<file path="src/rtl/bwc_pkg.sv">
package bwc_pkg;

  typedef enum logic [1:0] {
    MODE_NONE  = 2'd0,
    MODE_FIXED = 2'd1,
    MODE_CAP   = 2'd2,
    MODE_OPEN  = 2'd3
  } wait_mode_e;

  typedef enum logic {
    ST_IDLE = 1'b0,
    ST_BUSY = 1'b1
  } bwc_state_e;

  localparam logic [2:0] CTL_OPEN   = 3'b111;
  localparam logic [1:0] BOOT_WAITS = 2'd3;
  localparam logic [1:0] MAX_CAP    = 2'd3;

endpackage

</file>
<file path="src/rtl/bwc_rdy_sync.sv">
module bwc_rdy_sync #(
  parameter int STAGES = 2
) (
  input  logic clk,
  input  logic rst_n,
  input  logic pin,
  input  logic pin_sel,
  output logic rdy_s
);
  logic [STAGES-1:0] sync_q;
  logic [STAGES-1:0] sync_d;
  logic              raw;

  // A port-pin configuration presents a constant "not ready"
  assign raw = pin & pin_sel;

  generate
    if (STAGES == 1) begin : g_one
      assign sync_d = raw;
    end else begin : g_many
      assign sync_d = {sync_q[STAGES-2:0], raw};
    end
  endgenerate

  always_ff @(posedge clk or negedge rst_n) begin
    if (!rst_n) sync_q <= '0;
    else        sync_q <= sync_d;
  end

  assign rdy_s = sync_q[STAGES-1];
endmodule

</file>
<file path="src/rtl/bwc_limit_dec.sv">
module bwc_limit_dec
  import bwc_pkg::*;
(
  input  logic       is_int,
  input  logic       cfg_done,
  input  logic [2:0] ctl,
  output wait_mode_e mode,
  output logic [1:0] lim
);
  always_comb begin
    mode = MODE_NONE;
    lim  = 2'd0;
    if (is_int) begin
      mode = MODE_NONE;
    end else if (!cfg_done) begin
      mode = MODE_FIXED;
      lim  = BOOT_WAITS;
    end else if (ctl == CTL_OPEN) begin
      mode = MODE_OPEN;
    end else begin
      mode = MODE_CAP;
      lim  = ctl[2] ? MAX_CAP : ctl[1:0];
    end
  end
endmodule

</file>
<file path="src/rtl/bwc_wait_cnt.sv">
module bwc_wait_cnt #(
  parameter int WDOG_EN    = 1,
  parameter int WDOG_LIMIT = 255,
  parameter int CNT_W      = 8
) (
  input  logic             clk,
  input  logic             rst_n,
  input  logic             clr,
  input  logic             inc,
  output logic [CNT_W-1:0] cnt,
  output logic             wdog_hit
);
  localparam logic [CNT_W-1:0] ONE = {{(CNT_W-1){1'b0}}, 1'b1};

  logic [CNT_W-1:0] cnt_q;
  logic [CNT_W-1:0] cnt_d;
  logic             cnt_en;

  always_comb begin
    cnt_en = clr | inc;
    if (clr)           cnt_d = '0;
    else if (&cnt_q)   cnt_d = cnt_q;
    else               cnt_d = cnt_q + ONE;
  end

  always_ff @(posedge clk or negedge rst_n) begin
    if (!rst_n)      cnt_q <= '0;
    else if (cnt_en) cnt_q <= cnt_d;
  end

  generate
    if (WDOG_EN != 0) begin : g_wdog
      assign wdog_hit = (cnt_q >= CNT_W'(WDOG_LIMIT));
    end else begin : g_nowdog
      assign wdog_hit = 1'b0;
    end
  endgenerate

  assign cnt = cnt_q;
endmodule

</file>
<file path="src/rtl/bus_wait_ctrl.sv">
module bus_wait_ctrl
  import bwc_pkg::*;
#(
  parameter int WDOG_EN     = 1,
  parameter int WDOG_LIMIT  = 255,
  parameter int SYNC_STAGES = 2
) (
  input  logic       clk,
  input  logic       rst_n,
  input  logic       cyc_start,
  input  logic       addr_internal,
  input  logic       cfg_done,
  input  logic [2:0] rdy_ctl,
  input  logic       rdy_pin,
  input  logic       rdy_pin_sel,
  output logic       wait_en,
  output logic       cyc_done,
  output logic       wdog_tmo
);
  localparam int CNT_RAW = $clog2(WDOG_LIMIT + 1);
  localparam int CNT_W   = (CNT_RAW < 2) ? 2 : CNT_RAW;

  bwc_state_e       state_q, state_d;
  wait_mode_e       mode_q, mode_d, dec_mode;
  logic [1:0]       lim_q, lim_d, dec_lim;
  logic             rdy_s;
  logic             accept;
  logic             need_wait;
  logic             done_c;
  logic             tmo_c;
  logic [CNT_W-1:0] cnt;
  logic             wdog_hit;

  bwc_rdy_sync #(.STAGES(SYNC_STAGES)) u_sync (
    .clk     (clk),
    .rst_n   (rst_n),
    .pin     (rdy_pin),
    .pin_sel (rdy_pin_sel),
    .rdy_s   (rdy_s)
  );

  bwc_limit_dec u_dec (
    .is_int   (addr_internal),
    .cfg_done (cfg_done),
    .ctl      (rdy_ctl),
    .mode     (dec_mode),
    .lim      (dec_lim)
  );

  assign accept = (state_q == ST_IDLE) && cyc_start;

  bwc_wait_cnt #(
    .WDOG_EN    (WDOG_EN),
    .WDOG_LIMIT (WDOG_LIMIT),
    .CNT_W      (CNT_W)
  ) u_cnt (
    .clk      (clk),
    .rst_n    (rst_n),
    .clr      (accept),
    .inc      (wait_en),
    .cnt      (cnt),
    .wdog_hit (wdog_hit)
  );

  // Next-state logic
  always_comb begin
    state_d   = state_q;
    mode_d    = mode_q;
    lim_d     = lim_q;
    need_wait = 1'b0;
    done_c    = 1'b0;
    tmo_c     = 1'b0;
    case (state_q)
      ST_IDLE: begin
        if (cyc_start) begin
          state_d = ST_BUSY;
          mode_d  = dec_mode;
          lim_d   = dec_lim;
        end
      end
      ST_BUSY: begin
        case (mode_q)
          MODE_FIXED: need_wait = (cnt < CNT_W'(BOOT_WAITS));
          MODE_CAP:   need_wait = !rdy_s && (cnt < CNT_W'(lim_q));
          MODE_OPEN: begin
            need_wait = !rdy_s && !wdog_hit;
            tmo_c     = !rdy_s && wdog_hit;
          end
          default:    need_wait = 1'b0;
        endcase
        if (!need_wait) begin
          done_c  = 1'b1;
          state_d = ST_IDLE;
        end
      end
      default: state_d = ST_IDLE;
    endcase
  end

  // State registers
  always_ff @(posedge clk or negedge rst_n) begin
    if (!rst_n) state_q <= ST_IDLE;
    else        state_q <= state_d;
  end

  always_ff @(posedge clk or negedge rst_n) begin
    if (!rst_n) begin
      mode_q <= MODE_NONE;
      lim_q  <= 2'd0;
    end else if (accept) begin
      mode_q <= mode_d;
      lim_q  <= lim_d;
    end
  end

  assign wait_en  = (state_q == ST_BUSY) && need_wait;
  assign cyc_done = done_c;
  assign wdog_tmo = tmo_c;
endmodule

</file>
<file path="config.mk">
export PLATFORM = sky130hd
export DESIGN_NAME = bus_wait_ctrl
export DESIGN_NICKNAME = d
export VERILOG_FILES = /design/src/rtl/bwc_pkg.sv /design/src/rtl/bwc_rdy_sync.sv /design/src/rtl/bwc_limit_dec.sv /design/src/rtl/bwc_wait_cnt.sv /design/src/rtl/bus_wait_ctrl.sv
export SDC_FILE = /design/constraint.sdc
export NUM_CORES = 1
export LEC_CHECK = 0
export ABC_CLOCK_PERIOD_IN_PS = 2600
export BUFFER_PORTS_ARGS = -buffer_cell sky130_fd_sc_hd__buf_2
export CAP_MARGIN = 20
export CORE_UTILIZATION = 54
export CTS_BUF_LIST = sky130_fd_sc_hd__clkbuf_4 sky130_fd_sc_hd__clkbuf_8 sky130_fd_sc_hd__clkbuf_16
export CTS_CLUSTER_DIAMETER = 200
export DETAILED_ROUTE_END_ITERATION = 12
export PLACE_DENSITY_LB_ADDON = 0.3
export SYNTH_ARGS = -nofsm -noshare
export SYNTH_HDL_FRONTEND = slang
export SYNTH_SLANG_ARGS = --single-unit
</file>
<file path="constraint.sdc">
create_clock -name clk -period 2.6 [get_ports clk]
set_input_delay 0.52 -clock clk [delete_from_list [all_inputs] [get_ports clk]]
set_output_delay 0.52 -clock clk [all_outputs]
set_load 0.03 [all_outputs]
</file>
## Word level (Yosys, flattened, before mapping)

Index checks and enable logic that the tools add are counted.

- Add/sub/neg operators: 1
- $lt $le $gt $ge: 3
- Eq/ne operators: 5
- Multiplexer cells: 19
- Bitwise gates (word level): 3
- Reductions and logical operators: 10

Operators with widths:

| operator | number |
|---|---|
| $mux W8 | 2 |
| $mux W2 | 6 |
| $mux W1 | 9 |
| $add A8 B1 Y8 const B | 1 |
| $ge A8 B8 Y1 const B | 1 |
| $lt A8 B2 Y1 | 1 |
| $lt A8 B2 Y1 const B | 1 |
| $reduce_and A8 Y1 | 1 |
| $logic_and A1 B1 Y1 | 5 |
| $eq A2 B2 Y1 const B | 2 |
| $eq A3 B3 Y1 const B | 1 |
| $pmux W1 S3 | 1 |
| $reduce_and A3 Y1 | 1 |
| $eq A2 B1 Y1 const B | 1 |
| $logic_not A1 Y1 | 2 |
| $ne A2 B1 Y1 const B | 1 |
| $pmux W1 S2 | 1 |
| $reduce_and A2 Y1 | 1 |
| $and A1 B1 Y1 | 1 |
| $not A1 Y1 | 1 |
| $or A1 B1 Y1 | 1 |

- Register bits after elaboration: 15
- Input bits: 10
- Output and inout port bits: 3

## Longest topological paths before layout

- Depth in word-level cells: 9
- Mapped depth: 6
- Mapped depth without buffers: 6

## Hierarchy

A second synthesis with hierarchy kept.

- Cell total of the unflattened synthesis: 88
- Area total of the unflattened synthesis: 918.4 µm²

Modules (own cells, without submodules):

| module | times used | cells an instance | area each (µm²) |
|---|---|---|---|
| bwc_wait_cnt | 1 | 44 | 476.7 |
| bus_wait_ctrl | 1 | 33 | 329.1 |
| bwc_limit_dec | 1 | 8 | 56.3 |
| bwc_rdy_sync | 1 | 3 | 56.3 |

## Least setup slack after synthesis

No wires, ideal clock.

- Kind: register to output
- From: reg u_cnt.cnt_q[0] (netlist: u_cnt.cnt[0])
- To: out wait_en
- Data arrival time: 1.668 ns
- Required time: 2.080 ns
- Path slack: 0.412 ns
- Stages on the path, launching flop included: 6
- Buffers on the path: 0
- Cells stage by stage: dfrtp_1 ha_1 nor3b_1 o22ai_2 a211oi_4 and2_1

- Longest elaborated chain between the ends: 7
- Elaborated cells on any way between the ends: 10
- Classes of those cells: 3 x order compare; 3 x mux; 4 x reduce/logical

RTL lines:

| what | line | RTL |
|---|---|---|
| start, declared | bwc_wait_cnt.sv:15 | `logic [CNT_W-1:0] cnt_q;` |
| start signal, assigned | bwc_wait_cnt.sv:28 | `else if (cnt_en) cnt_q <= cnt_d;` |
| $ge A8 B8 Y1 | bwc_wait_cnt.sv:33 | `assign wdog_hit = (cnt_q >= CNT_W'(WDOG_LIMIT));` |
| $logic_not A1 Y1 | bus_wait_ctrl.sv:86 | `need_wait = !rdy_s && !wdog_hit;` |
| $logic_and A1 B1 Y1 | bus_wait_ctrl.sv:86 |  |
| $pmux W1 S3 (*) | bus_wait_ctrl.sv:82 | `case (mode_q)` |
| $mux W1 (*) (2 in series) | bus_wait_ctrl.sv:73 | `case (state_q)` |
| $logic_and A1 B1 Y1 (*) | bus_wait_ctrl.sv:116 | `assign wait_en = (state_q == ST_BUSY) && need_wait;` |
| end, declared | bus_wait_ctrl.sv:16 | `output logic wait_en,` |

Mark *: on every way between the ends. The rest lies on a longest branch, timed or not. The select of a mux whose other input is x is not followed.

## Worst setup path after layout

Ends and elaborated chain as after synthesis.

==> results.sh <==
export IMPL_max_freq_mhz=408
export IMPL_core_area_mm2=0.00138
export IMPL_synth_fp_nets=93
export IMPL_finalWorstSetupSlack_ps=150
export IMPL_period_share_pct=94.2
export IMPL_rsz0062_at_grt="no"
export IMPL_final_cell_area_um2=962
export IMPL_clk_pin_slew_ps=90
export IMPL_holdWs_ps=112
export IMPL_fin_setup_tns_ps=0
export IMPL_syn_area_um2=846
export IMPL_core_rowCount=13
export IMPL_drv_slew=0
export IMPL_vias=706
export IMPL_holdBufCountCts=0
export IMPL_grt_max_degree=16
export IMPL_overflow=0
export IMPL_synth_top_cells_by_area="dfrtp_1, a21o_1, a31oi_1"
export IMPL_cap_violations=0
export IMPL_fp_dieArea_mm2=0.00173
export IMPL_place_area_um2=927
export IMPL_power_mw=0.983
export IMPL_areaGrowthSynthToFinish_pct=13.8
export IMPL_ys_flop_type="dfrtp_1"
export IMPL_netlist_instances=81
export IMPL_start_kind="flip-flop"
export IMPL_grt_pass1_vias=631
export IMPL_yosys_area_share_adder_pct=2.96
export IMPL_async_flop_share_pct=100
export IMPL_yosysMostFrequentCell="dfrtp_1"
export IMPL_cts_root_buf="clkbuf_4"
export IMPL_required_ps=2080
export IMPL_dpl_hpwl_mm=1.25
export IMPL_power_density_mw_per_mm2=1020
export IMPL_finalHoldViolations=0
export IMPL_drive_gt1_share_pct=25.8
export IMPL_cts_tree="done"
export IMPL_synth_cell_type_count=32
export IMPL_p_leak_nw=0.470
export IMPL_synth_simple_area_share_pct=17.3
export IMPL_synth_common_cells="dfrtp_1, nand2_1, a21o_1, a31oi_1, inv_1"
export IMPL_synth_compound_area_share_pct=30.2
export IMPL_synth_edf_count=0
export IMPL_portBuffers=12
export IMPL_grtUsageTotal_pct=23.0
export IMPL_insertedDiodeCount=0
export IMPL_start_util_pct=61.2
export IMPL_drtAntennaViolNets=0
export IMPL_gp_congestion=0.755
export IMPL_synth_top_cell_area_share_pct=44.4
export IMPL_arrival_ps=1930
export IMPL_clk_latency_ps=290
export IMPL_die_h_um=41.6
export IMPL_wl_mm=1.70
export IMPL_slew_headroom_pct=76.7
export IMPL_yosys_area_share_xor_xnor_pct=0
export IMPL_antenna_found_initial=0
export IMPL_ys_seq_area_share_pct=44.4
export IMPL_path_class="flip-flop to output pin"
export IMPL_grt_pass1_wl_mm=2.99
export IMPL_drc=0
export IMPL_muxShareOfSynthArea_pct=2.37
export IMPL_chipWidth_um=41.6
export IMPL_synth_seq_cells=15
export IMPL_fin_nets=110
export IMPL_hold_path_class="input pin to async pin"
export IMPL_fillers=103
export IMPL_vdd_drop_max_mv=0.603
export IMPL_path_max_fanout=5
export IMPL_cts_sinks=15
export IMPL_period_minus_slack_ps=2450
export IMPL_vias_per_cell=6.30
export IMPL_critical_path_max_stage_delay_ps=420
export IMPL_yosysTopAreaCell="dfrtp_1"
export IMPL_pre_cts_ws_ps=405
export IMPL_yosysWarnings=0
export IMPL_max_slew_worst_pin_slew_ps=349
export IMPL_drtPass1Iterations=4
export IMPL_path_cells="ha_1, nor3b_2, o22ai_2, a211oi_4, and2_1, buf_2"
export IMPL_clock_skew_ps=4.93
export IMPL_crit_path_end_kind="output pin"
export IMPL_clock_path_buffers=2
export IMPL_htree_levels=1
export IMPL_avgSynthCellArea_um2=10.4
export IMPL_status="complete, no violations"
export IMPL_synth_top_family_by_area="compound AO/OA/AOI/OAI gates"
export IMPL_cts_inserted_buffers=3
export IMPL_setup_viol=0
export IMPL_cpMaxStageDelayCell="dfrtp_1"
export IMPL_wl_per_cell_um=15.1
export IMPL_drtIter0Drc=25
export IMPL_pin_count=13
## per-stage QoR
stage	instances	util (%)
3_3_place_gp	108	67.1
5_1_grt	112	69.6
3_5_place_dp	108	67.1
2_1_floorplan	81	-
6_report	112	69.6
4_1_cts	112	69.2
## critical path, delay by kind of cell (launching register included)
kind	cells	cell delay (ps)
buffers and inverters	1	200
adder cells (fa/ha/maj)	1	270
flip-flops	1	420
AND/OR/NAND/NOR	2	390
AO/OA/AOI/OAI	2	350
## per-layer routing
layer  track usage [%]  vias up  wire length, um
met1              33.1      337              833
met4              11.6        0               68
li1                  -      343                -
met5                 0        -                0
met3              5.65        7               79
met2              31.9       19              715
## worst paths after layout
path / start / endpoint / slack [ps] / cells past startpoint
min in group clk: u_sync.sync_q[0]$_DFF_PN0_ / u_sync.sync_q[1]$_DFF_PN0_ / 350 / 0
max: u_cnt.cnt[0]$_DFFE_PN0P_ / wait_en / 150 / 6
max reg2reg: u_cnt.cnt[0]$_DFFE_PN0P_ / u_cnt.cnt[5]$_DFFE_PN0P_ / 780 / 7
min reg2reg: u_sync.sync_q[0]$_DFF_PN0_ / u_sync.sync_q[1]$_DFF_PN0_ / 350 / 0
max in group asynchronous: rst_n / lim_q[1]$_DFFE_PN0P_ / 2240 / 1
min: rst_n / u_cnt.cnt[2]$_DFFE_PN0P_ / 110 / 1
## where the power goes
part	total (mW)	switching [mW]	internal, mW	leakage [nW]
Clock	0.145	0.0752	0.0702	0.0184
Combinational	0.447	0.264	0.183	0.254
Sequential	0.391	0.0911	0.300	0.198
## cell type report
type                            instances  area (um^2)  share of cell area, %
Timing Repair Buffer                   13         67.6                   7.02
Inverter                                5         18.8                   1.95
Clock buffer                            4         30.0                   3.12
Multi-Input combinational cell         60          452                   46.9
Tap cell                               15         18.8                   1.95
Sequential cell                        15          375                   39.0
## placed cells by master, fill, tap and decap left out
cell       instances
dfrtp_1           15
buf_2             12
nand2_1            6
inv_1              5
a21o_1             5
a31oi_1            5
nand3_1            4
clkbuf_4           4
and2_1             3
a21oi_1            3
a211oi_1           3
o21ai_0            3
nand2b_1           2
nor2_1             2
and3_1             2
a31o_2             2
a41oi_1            2
mux2i_1            2
ha_1               2
nor4_2             1
a22oi_2            1
nand4_1            1
nor2b_1            1
nor3b_2            1
o22ai_2            1
a211oi_4           1
or2_0              1
o21a_1             1
nand4b_1           1
nor3_1             1
a2111oi_4          1
o21ba_1            1
o2bb2ai_1          1
buf_4              1
## state kept, by name (all words and copies together), names as in the netlist
name           flops
u_cnt.cnt          8
state_q            1
mode_q             2
u_sync.sync_q      2
lim_q              2
## logic make-up (layout without fill, tap and decap cells)
group | count (synthesis) | in the layout
AO/OA/AOI/OAI | 30 | 30
multiplexers | 2 | 2
flip-flops | 15 | 15
AND/OR/NAND/NOR | 26 | 26
buffers and inverters | 6 | 22
adder cells (fa/ha/maj) | 2 | 2
## what timing repair did
| item | CTS | global route |
|---|---|---|
| resized for setup | 0 | 1 |
| setup buffers | 0 | 0 |
| setup endpoints to repair | 0 | 1 |
(Power assumes the default switching activity.)
